<file path="src/rtl/kbd_rx_pkg.sv">
package kbd_rx_pkg;
  localparam int unsigned FRAME_BITS = 11;
  localparam int unsigned BODY_BITS  = FRAME_BITS - 1;
  localparam int unsigned CNT_W      = $clog2(FRAME_BITS);

  localparam logic [7:0] CODE_RELEASE  = 8'hF0;
  localparam logic [7:0] CODE_EXTENDED = 8'hE0;
  localparam logic [7:0] CODE_ACK      = 8'hFA;
  localparam logic [7:0] CODE_SELFTEST = 8'hAA;

  typedef logic [CNT_W-1:0] bit_idx_t;
endpackage

</file>
<file path="src/rtl/kbd_rx_cond.sv">
module kbd_rx_cond #(
  parameter int unsigned SYNC_STAGES = 2,
  parameter int unsigned FILT_LEN    = 8
) (
  input  logic clk,
  input  logic rst,
  input  logic line_clk_i,
  input  logic line_dat_i,
  output logic fall_o,
  output logic bit_o
);
  localparam int unsigned CW = $clog2(FILT_LEN + 1);

  logic [SYNC_STAGES-1:0] clk_sr, dat_sr;
  logic                   filt_q;
  logic [CW-1:0]          run_q;
  logic                   c_s, d_s;

  assign c_s = clk_sr[SYNC_STAGES-1];
  assign d_s = dat_sr[SYNC_STAGES-1];

  always_ff @(posedge clk) begin
    if (rst) begin
      clk_sr <= '1;
      dat_sr <= '1;
    end else begin
      clk_sr <= {clk_sr[SYNC_STAGES-2:0], line_clk_i};
      dat_sr <= {dat_sr[SYNC_STAGES-2:0], line_dat_i};
    end
  end

  // Level changes only after FILT_LEN consecutive differing samples.
  always_ff @(posedge clk) begin
    if (rst) begin
      filt_q <= 1'b1;
      run_q  <= '0;
      fall_o <= 1'b0;
      bit_o  <= 1'b1;
    end else begin
      fall_o <= 1'b0;
      if (c_s != filt_q) begin
        if (run_q == CW'(FILT_LEN - 1)) begin
          filt_q <= c_s;
          run_q  <= '0;
          fall_o <= ~c_s;
          bit_o  <= d_s;
        end else begin
          run_q <= run_q + 1'b1;
        end
      end else begin
        run_q <= '0;
      end
    end
  end

  a_r12_fall_single: assert property (@(posedge clk) disable iff (rst)
    fall_o |=> !fall_o);
endmodule

</file>
<file path="src/rtl/kbd_rx_frame.sv">
module kbd_rx_frame
  import kbd_rx_pkg::*;
#(
  parameter int unsigned TIMEOUT_CYC = 100000
) (
  input  logic       clk,
  input  logic       rst,
  input  logic       fall_i,
  input  logic       bit_i,
  input  logic       inhibit_i,
  output logic       byte_vld_o,
  output logic [7:0] byte_o,
  output logic       err_o
);
  localparam int unsigned GW = $clog2(TIMEOUT_CYC + 1);

  bit_idx_t               idx_q;
  logic [BODY_BITS-1:0]   sh_q;
  logic [GW-1:0]          gap_q;
  logic [BODY_BITS-1:0]   body;

  assign body = {bit_i, sh_q[BODY_BITS-1:1]};

  always_ff @(posedge clk) begin
    if (rst) begin
      idx_q      <= '0;
      sh_q       <= '0;
      gap_q      <= '0;
      byte_vld_o <= 1'b0;
      byte_o     <= '0;
      err_o      <= 1'b0;
    end else begin
      byte_vld_o <= 1'b0;
      err_o      <= 1'b0;
      if (inhibit_i) begin
        idx_q <= '0;
        gap_q <= '0;
      end else if (fall_i) begin
        gap_q <= '0;
        if (idx_q == '0) begin
          if (bit_i) err_o <= 1'b1;
          else       idx_q <= bit_idx_t'(1);
        end else begin
          sh_q <= body;
          if (idx_q == bit_idx_t'(BODY_BITS)) begin
            idx_q <= '0;
            if ((^body[8:0]) && body[9]) begin
              byte_vld_o <= 1'b1;
              byte_o     <= body[7:0];
            end else begin
              err_o <= 1'b1;
            end
          end else begin
            idx_q <= idx_q + 1'b1;
          end
        end
      end else if (idx_q != '0) begin
        if (gap_q == GW'(TIMEOUT_CYC - 1)) begin
          idx_q <= '0;
          gap_q <= '0;
        end else begin
          gap_q <= gap_q + 1'b1;
        end
      end else begin
        gap_q <= '0;
      end
    end
  end

  a_r1_idx_range: assert property (@(posedge clk) disable iff (rst)
    idx_q <= bit_idx_t'(BODY_BITS));
  a_r10_inhibit_drops: assert property (@(posedge clk) disable iff (rst)
    inhibit_i |=> (idx_q == '0) && !byte_vld_o && !err_o);
  a_r8_err_excl_byte: assert property (@(posedge clk) disable iff (rst)
    !(err_o && byte_vld_o));
endmodule

</file>
<file path="src/rtl/kbd_rx_events.sv">
module kbd_rx_events
  import kbd_rx_pkg::*;
(
  input  logic       clk,
  input  logic       rst,
  input  logic       byte_vld_i,
  input  logic [7:0] byte_i,
  input  logic       err_i,
  output logic       key_valid_o,
  output logic [7:0] key_code_o,
  output logic       key_release_o,
  output logic       key_ext_o,
  output logic       ack_o,
  output logic       selftest_o,
  output logic       err_o
);
  logic rel_q, ext_q;

  always_ff @(posedge clk) begin
    if (rst) begin
      rel_q         <= 1'b0;
      ext_q         <= 1'b0;
      key_valid_o   <= 1'b0;
      key_code_o    <= '0;
      key_release_o <= 1'b0;
      key_ext_o     <= 1'b0;
      ack_o         <= 1'b0;
      selftest_o    <= 1'b0;
      err_o         <= 1'b0;
    end else begin
      key_valid_o <= 1'b0;
      ack_o       <= 1'b0;
      selftest_o  <= 1'b0;
      err_o       <= err_i;
      if (err_i) begin
        rel_q <= 1'b0;
        ext_q <= 1'b0;
      end else if (byte_vld_i) begin
        unique case (byte_i)
          CODE_RELEASE:  rel_q <= 1'b1;
          CODE_EXTENDED: ext_q <= 1'b1;
          CODE_ACK: begin
            ack_o <= 1'b1;
            rel_q <= 1'b0;
            ext_q <= 1'b0;
          end
          CODE_SELFTEST: begin
            selftest_o <= 1'b1;
            rel_q      <= 1'b0;
            ext_q      <= 1'b0;
          end
          default: begin
            key_valid_o   <= 1'b1;
            key_code_o    <= byte_i;
            key_release_o <= rel_q;
            key_ext_o     <= ext_q;
            rel_q         <= 1'b0;
            ext_q         <= 1'b0;
          end
        endcase
      end
    end
  end

  a_r5_prefix_cleared: assert property (@(posedge clk) disable iff (rst)
    key_valid_o |-> !rel_q && !ext_q);
  a_r8_err_clears_prefix: assert property (@(posedge clk) disable iff (rst)
    err_i |=> !rel_q && !ext_q);
  a_r6_ack_not_key: assert property (@(posedge clk) disable iff (rst)
    ack_o |-> !key_valid_o && !selftest_o);
endmodule

</file>
<file path="src/rtl/kbd_link_rx.sv">
module kbd_link_rx #(
  parameter int unsigned SYNC_STAGES = 2,
  parameter int unsigned FILT_LEN    = 8,
  parameter int unsigned TIMEOUT_CYC = 100000
) (
  input  logic       clk,
  input  logic       rst,
  input  logic       ps2_clk_i,
  input  logic       ps2_dat_i,
  input  logic       inhibit_i,
  output logic       key_valid_o,
  output logic [7:0] key_code_o,
  output logic       key_release_o,
  output logic       key_ext_o,
  output logic       ack_o,
  output logic       selftest_o,
  output logic       frame_err_o
);
  logic       fall, smp_bit, byte_vld, ferr;
  logic [7:0] rx_byte;

  kbd_rx_cond #(.SYNC_STAGES(SYNC_STAGES), .FILT_LEN(FILT_LEN)) u_cond (
    .clk(clk), .rst(rst), .line_clk_i(ps2_clk_i), .line_dat_i(ps2_dat_i),
    .fall_o(fall), .bit_o(smp_bit)
  );

  kbd_rx_frame #(.TIMEOUT_CYC(TIMEOUT_CYC)) u_frame (
    .clk(clk), .rst(rst), .fall_i(fall), .bit_i(smp_bit), .inhibit_i(inhibit_i),
    .byte_vld_o(byte_vld), .byte_o(rx_byte), .err_o(ferr)
  );

  kbd_rx_events u_events (
    .clk(clk), .rst(rst), .byte_vld_i(byte_vld), .byte_i(rx_byte), .err_i(ferr),
    .key_valid_o(key_valid_o), .key_code_o(key_code_o),
    .key_release_o(key_release_o), .key_ext_o(key_ext_o),
    .ack_o(ack_o), .selftest_o(selftest_o), .err_o(frame_err_o)
  );

  a_r2_single_kind: assert property (@(posedge clk) disable iff (rst)
    $onehot0({key_valid_o, ack_o, selftest_o, frame_err_o}));
  a_r2_key_not_special: assert property (@(posedge clk) disable iff (rst)
    key_valid_o |-> key_code_o != 8'hF0 && key_code_o != 8'hE0 &&
                    key_code_o != 8'hFA && key_code_o != 8'hAA);
endmodule

</file>
<file path="config.mk">
export PLATFORM = sky130hd
export DESIGN_NAME = kbd_link_rx
export DESIGN_NICKNAME = d
export VERILOG_FILES = /design/src/rtl/kbd_rx_pkg.sv /design/src/rtl/kbd_rx_cond.sv /design/src/rtl/kbd_rx_frame.sv /design/src/rtl/kbd_rx_events.sv /design/src/rtl/kbd_link_rx.sv
export SDC_FILE = /design/constraint.sdc
export NUM_CORES = 1
export LEC_CHECK = 0
export BUFFER_PORTS_ARGS = -buffer_cell sky130_fd_sc_hd__buf_2
export CORE_MARGIN = 4
export CORE_UTILIZATION = 55
export CTS_CLUSTER_DIAMETER = 150
export CTS_CLUSTER_SIZE = 12
export DETAILED_ROUTE_END_ITERATION = 16
export GPL_TIMING_DRIVEN = 0
export HOLD_SLACK_MARGIN = 0.08
export PLACE_DENSITY = 0.85
export SETUP_SLACK_MARGIN = 0.1
export SYNTH_ARGS = -nofsm -noshare
export SYNTH_HDL_FRONTEND = slang
export SYNTH_HIERARCHICAL = 1
export SYNTH_SLANG_ARGS = --single-unit
</file>
<file path="constraint.sdc">
create_clock -name clk -period 5.7 [get_ports clk]
set_clock_uncertainty 0.05 [all_clocks]
set_input_delay 0.285 -clock clk [delete_from_list [all_inputs] [get_ports clk]]
set_output_delay 0.285 -clock clk [all_outputs]
set_load 0.005 [all_outputs]
</file>
* Word level (Yosys, flattened, before mapping)
Index checks and enable logic that the tools add are counted.
Word-level totals: flip-flop bits (word level) 68, bits of input ports 5, output and inout bits 14, logic and storage cells 84
Operators by class: add/sub/neg operators 3, equal/unequal tests 9, mux-type cells 16, bitwise gates (word level) 13, reductions and logical operators 22
Operators with widths (count):
- $eq A8 B8 Y1 const B | 4
- $mux W4 | 6
- $add A17 B1 Y17 const B | 1
- $eq A17 B17 Y1 const B | 1
- $not A1 Y1 | 13
- $reduce_or A3 Y1 | 4
- $reduce_or A5 Y1 | 2
- $reduce_and A3 Y1 | 3
- $reduce_xor A9 Y1 | 1
- $add A4 B1 Y4 const B | 2
- $mux W1 | 8
- $reduce_and A2 Y1 | 3
- $reduce_and A5 Y1 | 1
- $eq A4 B3 Y1 const B | 1
- $eq A4 B4 Y1 const B | 1
- $logic_not A4 Y1 | 1
- $pmux W1 S2 | 2
- $reduce_bool A2 Y1 | 2
- $reduce_bool A4 Y1 | 1
- $reduce_or A2 Y1 | 2
- $reduce_or A4 Y1 | 1
- $ne A3 B3 Y1 const B | 1
- $logic_and A1 B1 Y1 | 1
- $ne A1 B1 Y1 | 1

* Logic depth before layout (Yosys ltp)
Gate-level depths: netlist of the first run.
word-level depth 5, gate-level depth with buffers 8, mapped depth without buffers 7

* Hierarchy
Netlist of the first run, hierarchy kept.
Modules (own cells, without submodules):
- kbd_rx_frame | times used 1, cells an instance 195, area each 1851.8 sq um, sequential area each 800.8 sq um
- kbd_rx_events | times used 1, cells an instance 69, area each 711.9 sq um, sequential area each 320.3 sq um
- kbd_rx_cond | times used 1, cells an instance 35, area each 377.9 sq um, sequential area each 220.2 sq um

* Worst setup path after synthesis of the first run
OpenSTA, ideal clock, no wires.
kind flip-flop to flip-flop, from register u_frame.idx_q[0], to register u_frame.byte_o[0], library setup time 0.072 ns, arrival time 1.730 ns, data required time 5.578 ns, path slack 3.848 ns, cell stages (with the launch flop) 9, path buffers 1, clock period less this slack 1.852 ns, path through dfxtp_1 > inv_1 > ha_1 > or3b_1 > nand2_1 > nor2_4 > and4bb_1 > buf_6 > mux2i_1
On the way: word-level cells in the longest chain between the ends 3, elaborated cells on any way between the ends 4, those cells by class eq/ne (1); bitwise (1); reduce/logical (2)
RTL lines:
- from (decl) | line kbd_rx_frame.sv:17 | bit_idx_t idx_q;
- from (signal assigned) | line kbd_rx_frame.sv:42 | else idx_q <= bit_idx_t'(1);
- from (signal assigned) | line kbd_rx_frame.sv:54 | idx_q <= idx_q + 1'b1;
- $logic_not A4 Y1 | line kbd_rx_frame.sv:40 | if (idx_q == '0) begin
- $not A1 Y1 (no source line)
- $reduce_and A5 Y1 (no source line) (*)
- to (signal assigned) | line kbd_rx_frame.sv:49 | byte_o <= body[7:0];
- to (decl) | line kbd_rx_frame.sv:12 | output logic [7:0] byte_o,
Mark *: on every way between the ends. The rest lies on a longest branch, timed or not. A chain may end at the register's enable or synchronous reset.

* Worst setup path after layout of the first run
from register u_frame.idx_q[0], to register u_frame.byte_o[2]
The elaborated chain is that of the path after synthesis.

==> results of run 1 <==
[through the flow]
stage | power, mW | util | hold slack, ns | cells
floorplan | 0.490 | - | 0.312 | 299
detailed placement | 0.496 | 0.607 | 0.350 | 387
global route | 0.924 | 0.652 | 0.288 | 405
CTS | 0.905 | 0.652 | 0.267 | 405
finish | 0.890 | 0.652 | 0.286 | 405
global placement | 0.495 | 0.607 | 0.344 | 387
[cell families after synthesis]
kind of cell / after synthesis / synth area share
and+or+nand+nor: 139 / 0.273
AOI/OAI and AO/OA: 19 / 0.0481
adders and majority gates: 5 / 0.0213
buffers and inverters: 18 / 0.0310
muxes: 27 / 0.0919
DFF: 67 / 0.456
xor gates and xnor gates: 24 / 0.0787
[per-layer routing]
metal | global-route usage | part of all wire
met1 | 0.186 | 0.44
met2 | 0.299 | 0.49
met3 | 0.0732 | 0.049
met4 | 0.0861 | 0.021
met5 | 0 | 0
[cells in the final DEF (no fill, tap or decap), types with 4 or more instances in the layout]
master     n
clkbuf_8  12
nand2_1   14
dfxtp_1   67
or2_2      5
nor3_1     6
nand2b_1  33
a21oi_1    5
inv_1      8
xor2_1    10
xnor2_1   12
nand4_1    5
clkbuf_1   5
nor2_1    38
and3_1     4
mux2i_1   27
ha_1       5
buf_2     18
nand3_1    7
[state kept, by name, summed over array words and instances, names as in the netlist]
name and count:
u_events/ext_q 1, u_frame/sh_q 9, u_cond/filt_q 1, u_events/key_code_o 8
u_events/ack_o 1, u_frame/byte_o 8, u_events/err_o 1, u_events/rel_q 1
u_frame/err_o 1, u_cond/run_q 4, u_cond/dat_sr 2, u_cond/bit_o 1
u_events/key_release_o 1, u_frame/idx_q 4, u_cond/fall_o 1, u_events/key_ext_o 1
u_cond/clk_sr 2, u_events/key_valid_o 1, u_events/selftest_o 1, u_frame/byte_vld_o 1
u_frame/gap_q 17
[power by group]
group | internal (mW) | switching (mW) | leakage [nW]
logic | 0.00780 | 0.00805 | 0.521
registers | 0.470 | 0.000593 | 0.540
clock network | 0.236 | 0.168 | 0.108
total | 0.713 | 0.177 | 1.17
[critical path: cells and delay by family, from the launching register on]
family	cells	cell delay, ns
AND/OR/NAND/NOR	4	0.95
flip-flops	1	0.39
buffers and inverters	2	0.26
adder cells (fa/ha/maj)	1	0.23
multiplexers	1	0.19
[cell type report]
| type | instances | area, sq um | area share |
|---|---|---|---|
| inverters | 9 | 33.8 | 0.0101 |
| clock buffers | 12 | 165 | 0.0493 |
| multi-input cells | 214 | 1510 | 0.450 |
| well taps | 70 | 87.6 | 0.0261 |
| repair buffers | 20 | 110 | 0.0328 |
| flip-flops and latches | 67 | 1340 | 0.400 |
| plain buffers | 9 | 57.6 | 0.0172 |
| clock inverters | 4 | 47.5 | 0.0142 |
[worst max path at each step]
stage | from | end | slack, ns | depth (start not counted)
after CTS | u_frame/idx_q[0] | u_frame/byte_o[2] | 3.59 | 8
after detailed placement | u_frame/idx_q[0] | u_frame/byte_o[1] | 3.64 | 8
after global placement | rst | u_frame/gap_q[10] | 3.69 | 8
after global routing | u_frame/idx_q[0] | u_frame/byte_o[4] | 3.42 | 8
after floorplan | u_frame/idx_q[0] | u_frame/byte_o[0] | 3.85 | 8
final | u_frame/idx_q[0] | u_frame/byte_o[2] | 3.57 | 8
[what timing repair did]
action                    CTS  global route
hold endpoints to repair    2             0
hold buffers                2             0
setup buffers               0             0
==> summary.md, run 1 <==
| Metric | Value |
|---|---|
| Status | finished clean |
| Worst-case reg-to-reg path depth | 8 |
| Worst endpoint required time | just under 6 ns |
| Peak Freq | approximately 470 MHz |
| Slew Viols, Final | 0 |
| Largest net degree at the start of global routing | 17 |
| CP cell instances | inv_1, ha_1, or3b_1, nand2_1, nor2_4, and4bb_1, buf_6, mux2i_1 |
| Placement Setup Slack | between 3 and 4 ns |
| Starting DRT DRC Count | between 70 and 80 |
| Slowest cell delay on critical path | roughly 0.39 ns |
| Die ar. | roughly 6600 sq um |
| First-pass GRT wire length | between 8 and 9 mm |
| CTS buffer count | 9 |
| HP Class | primary input to flip-flop |
| Top FF cell, synth | dfxtp_1 |
| N_diodes | 0 |
| Nets | 340 |
| CTS tree | done |
| Max transition margin | 0.710 |
| Routed Antenna Nets | 0 |
| Maxcap violations | 0 |
| Clk_lat worst skew | between 0.3 and 0.4 ns |
| Cells after Synth | ~300 |
| Synth Register Bits | 67 |
| Cell Pwr Density | 266 nW/um^2 |
| 1st-pass router iterations | 4 |
| Critical path's slowest cell | dfxtp_1 |
| Critical Path AT | between 2 and 2.5 ns |
| Distinct cell type count after synthesis | 49 |
| Die X | roughly 81 um |
| Synthesized area per cell | around 10 sq um |
| Worst Path Class, Setup | flip-flop to flip-flop |
| Top-count cell post-synth | dfxtp_1 |
| Synth area leader | dfxtp_1 |
| Worst Setup Start Kind | flip-flop |
| Vias in the first global route | roughly 2,100 |
| Row Count | 26 |
| Unrepaired setup endpoints after global routing | no |
| EDFF count, synth | 0 |
| IR Drop Worst-Case VDD | ~0.18 mV |
| Fin crit period | 2.13 ns |
| Ranking of synthesized cells by area | dfxtp_1 46%, mux2i_1 9.2%, nand2b_1 7.0% |
| Post-cts sizing count | 0 |
| Placer congestion estimate | 0.792 |
| Vias per std cell | about 5.2 |
| Worst-case clock buffer depth | 2 |
| Worst hold endpoint | u_cond/run_q[2] |
| Reg2Reg Setup Slack | approximately 3.6 ns |
| Placed inst area | about 3100 sq um |
| Fill cell count | 446 |
| Routed len/inst | 12.5 um |
| Slew at the pin closest to its max-slew limit | around 0.42 ns |
| Worst min-delay path startpoint | rst |
| CP max FO | 10 |
| Asr flop ratio synth | 0 |
| Initial antenna violation count | 0 |
| Root Driver | clkbuf_8 |
| Crit Reg-Reg Startpoint | u_frame/idx_q[0] |
| Final hold vios | 0 |
| Setup slack after layout | 3.57 ns |
| CTS clock-pin slew for the worst setup and hold paths | 0.07 ns |
| Tcrit/Tclk final | 0.374 |
| Vias | about 2,100 |
| Synth-to-Final Area Change | 14.0% |
| Total Negative Setup Slacks | 0 ns |
| Post-synth net total | a little over 300 |
| Initial Utilization | 0.572 |
| Remaining Overflow, GRT | 0 |
| # port buffers | 18 |
| Sequential area share after synthesis | 0.456 |
| Yosys Warn Count | 6 |
| Detailed Route WL | 5.05 mm |
| Share of the synthesized area in the top cell type | 0.456 |
| DRC Markers | 0 |
| Post-synth top cells | 67 x dfxtp_1, 38 x nor2_1, 33 x nand2b_1, 27 x mux2i_1, 14 x nand2_1 |
| CTS H-tree lvls | 3 |
| # IOs | 19 |
| CORE AREA | a little over 5000 sq um |
| Share of post-route cells with drive strength above 1 | 0.158 |
| Worst flop-to-flop path endpoint | u_frame/byte_o[2] |
| Worst hold path depth | 2 |
| Syn Std Cell Area | slightly below 3000 sq um |
| Final Cell Area | between 3000 and 4000 sq um |
| Critical Path End Type | flip-flop |
| Dpl hpwl | approximately 3.5 mm |
| LEAKAGE | around 1.2 nW |
| Final setup viols | 0 |
| Chip height | slightly above 80 um |
| # clock sinks | 67 |
| Global-route usage over all layers | 0.175 |
Power figures use the tool's default switching activity.
==> inputs of run 2 (changes only) <==
Clock period 5.7 ns to 2 ns, I/O delays scaled along.
==> run 2 against run 1 <==
  * Design area is 0.90% higher
  * Critical path type unchanged
  * Worst setup slack worse by 3.4 ns
  * Combinational power grew to 2.9 times the previous value
  * Clock-buffer cell count stayed put
  * Clock power grew to 2.8 times the previous value
  * Critical endpoint is now u_frame/idx_q[3]
  * Highest routed layer unchanged
  * Largest power group unchanged
  * Final cell count is 0.25% higher
==> summary.md, run 2 (synthesized netlist as in run 1, its figures left out) <==
| Metric | Value |
|---|---|
| # clock sinks | 67 |
| Worst Setup Start Kind | flip-flop |
| Max reg flops | 17 |
| Clk_lat worst skew | about 0.34 ns |
| Vias in the first global route | ~2,100 |
| Vias | about 2,100 |
| Switching power | between 500 and 600 uW |
| 1st-pass router iterations | 4 |
| Min Hold Slack | about 0.11 ns |
| Critical Path AT | between 2 and 2.5 ns |
| CTS tree | done |
| Unrepaired setup endpoints after global routing | yes |
| Layout Cells excl Fill | 406 |
| Internal | between 2 and 2.5 mW |
| Final Cell Area | 3380 sq um |
| Slew Viols, Final | 0 |
| Die ar. | ~6600 sq um |
| Placed insts | 387 |
| Vias per std cell | roughly 5.3 |
| Largest Register | u_frame/gap_q |
| Largest net degree at the start of global routing | 17 |
| DRC Markers | 0 |
| Tcrit/Tclk final | 0.916 |
| Final core occ | 0.658 |
| Sequential Power Share | 0.529 |
| Placer congestion estimate | 0.792 |
| Synth-to-Final Area Change | 15.0% |
| Share of post-route cells with drive strength above 1 | 0.190 |
| Fin crit period | 1.83 ns |
| Initial Utilization | 0.572 |
| Remaining Overflow, GRT | 0 |
| LEAKAGE | 1.17 nW |
| Commonest non-fill, non-tap cell in the layout | dfxtp_1 |
| CTS H-tree lvls | 3 |
| N_diodes | 0 |
| Chip height | just over 80 um |
| Starting DRT DRC Count | 72 |
| Peak Freq | about 550 MHz |
| Slew at the pin closest to its max-slew limit | about 0.38 ns |
| Final hold vios | 0 |
| CTS clock-pin slew for the worst setup and hold paths | about 0.07 ns |
| Critical Path End Type | flip-flop |
| Die X | between 80 and 90 um |
| CP max FO | 5 |
| Routed Antenna Nets | 0 |
| Biggest regs | u_frame/gap_q (17), u_frame/sh_q (9) |
| Worst-case clock buffer depth | 2 |
| Worst Path Class, Setup | flip-flop to flip-flop |
| Routed len/inst | between 10 and 15 um |
| CORE AREA | between 5000 and 6000 sq um |
| Final setup viols | 0 |
| Maxcap violations | 0 |
| Detailed Route WL | ~5.1 mm |
| Clk pwr share | 0.453 |
| # port buffers | 18 |
| Max transition margin | 0.747 |
| HP Class | primary input to flip-flop |
| Initial antenna violation count | 0 |
| Most frequent cells in the layout | 63 x dfxtp_1, 38 x nor2_1, 33 x nand2b_1 |
| Root Driver | clkbuf_8 |
| Row Count | 26 |
| Status | finished clean |
| CTS buffer count | 9 |
| IR Drop Worst-Case VDD | 0.517 mV |
| Global-route usage over all layers | 0.176 |
| Cell Pwr Density | 749 nW/um^2 |
| Overall Power | 2.53 mW |
| Placed inst area | ~3100 sq um |
| Switching Share | 0.198 |
| Dpl hpwl | approximately 3.5 mm |
| Combinational group share of total power | 0.018 |
| Nets | about 340 |
| First-pass GRT wire length | just under 9 mm |
| Worst endpoint required time | between 2 and 2.5 ns |
| # IOs | 19 |
## run 2: changes by cell type in the layout (fill, tap and decap cells not counted), sizes merged
| cell | before | now |
|---|---|---|
| buf | 21 | 22 |
## run 2: through the flow
stage	setup WS (ns)	setup TNS, ns
3_3_place_gp	-0.00886	-0.0406
6_report	0.169	0
3_5_place_dp	-0.0615	-0.390
5_1_grt	0.0860	0
4_1_cts	0.0899	0
2_1_floorplan	0.148	0
## run 2: power by group through the flow
stage          Sequential [mW]  Combinational, mW  Clock (mW)
2_1_floorplan             1.37             0.0278           0
3_3_place_gp              1.37             0.0413           0
3_5_place_dp              1.37             0.0422           0
4_1_cts                   1.34             0.0451        1.19
5_1_grt                   1.34             0.0498        1.25
6_report                  1.34             0.0454        1.15
## run 2: final timing paths
path                    startpoint               end  slack, ns  cells after the start
setup / recovery  u_frame/idx_q[0]  u_frame/idx_q[3]       0.17                      7
hold reg to reg   u_cond/dat_sr[0]  u_cond/dat_sr[1]       0.36                      1
hold / removal                 rst   u_cond/run_q[2]       0.11                      2
setup reg to reg  u_frame/idx_q[0]  u_frame/idx_q[3]       0.17                      7
## run 2: cell type report
cell class / instances / area [sq um]
Fill cell: 442 / 1760
Multi-Input combinational cell: 214 / 1530
Sequential cell: 67 / 1350
Clock buffer: 12 / 165
Timing Repair Buffer: 21 / 118
Tap cell: 70 / 87.6
Buffer: 9 / 57.6
Clock inverter: 4 / 47.5
Inverter: 9 / 33.8
## run 2: metal layers
layer  track usage  share of wire  vias up
li1              -              -     1085
met2         0.300           0.50       38
met3        0.0732          0.046       11
met4        0.0861          0.017        0
met5             0              0        -
met1         0.186           0.44     1003
## run 2: repair_timing
action                                  in CTS  in global routing
hold endpoints to repair                     2                  0
gates resized for setup                      1                 10
hold buffers                                 2                  0
pin swaps                                    1                  0
endpoints found under the setup margin       9                 28
setup buffers                                1                  0
## run 2: critical path, stage by stage (launching register included)
cell      delay, ns
dfxtp_2        0.34
inv_2          0.08
ha_1           0.17
or3b_4         0.41
and3_2         0.24
and3_1         0.19
a211oi_2       0.18
nor2_1         0.05
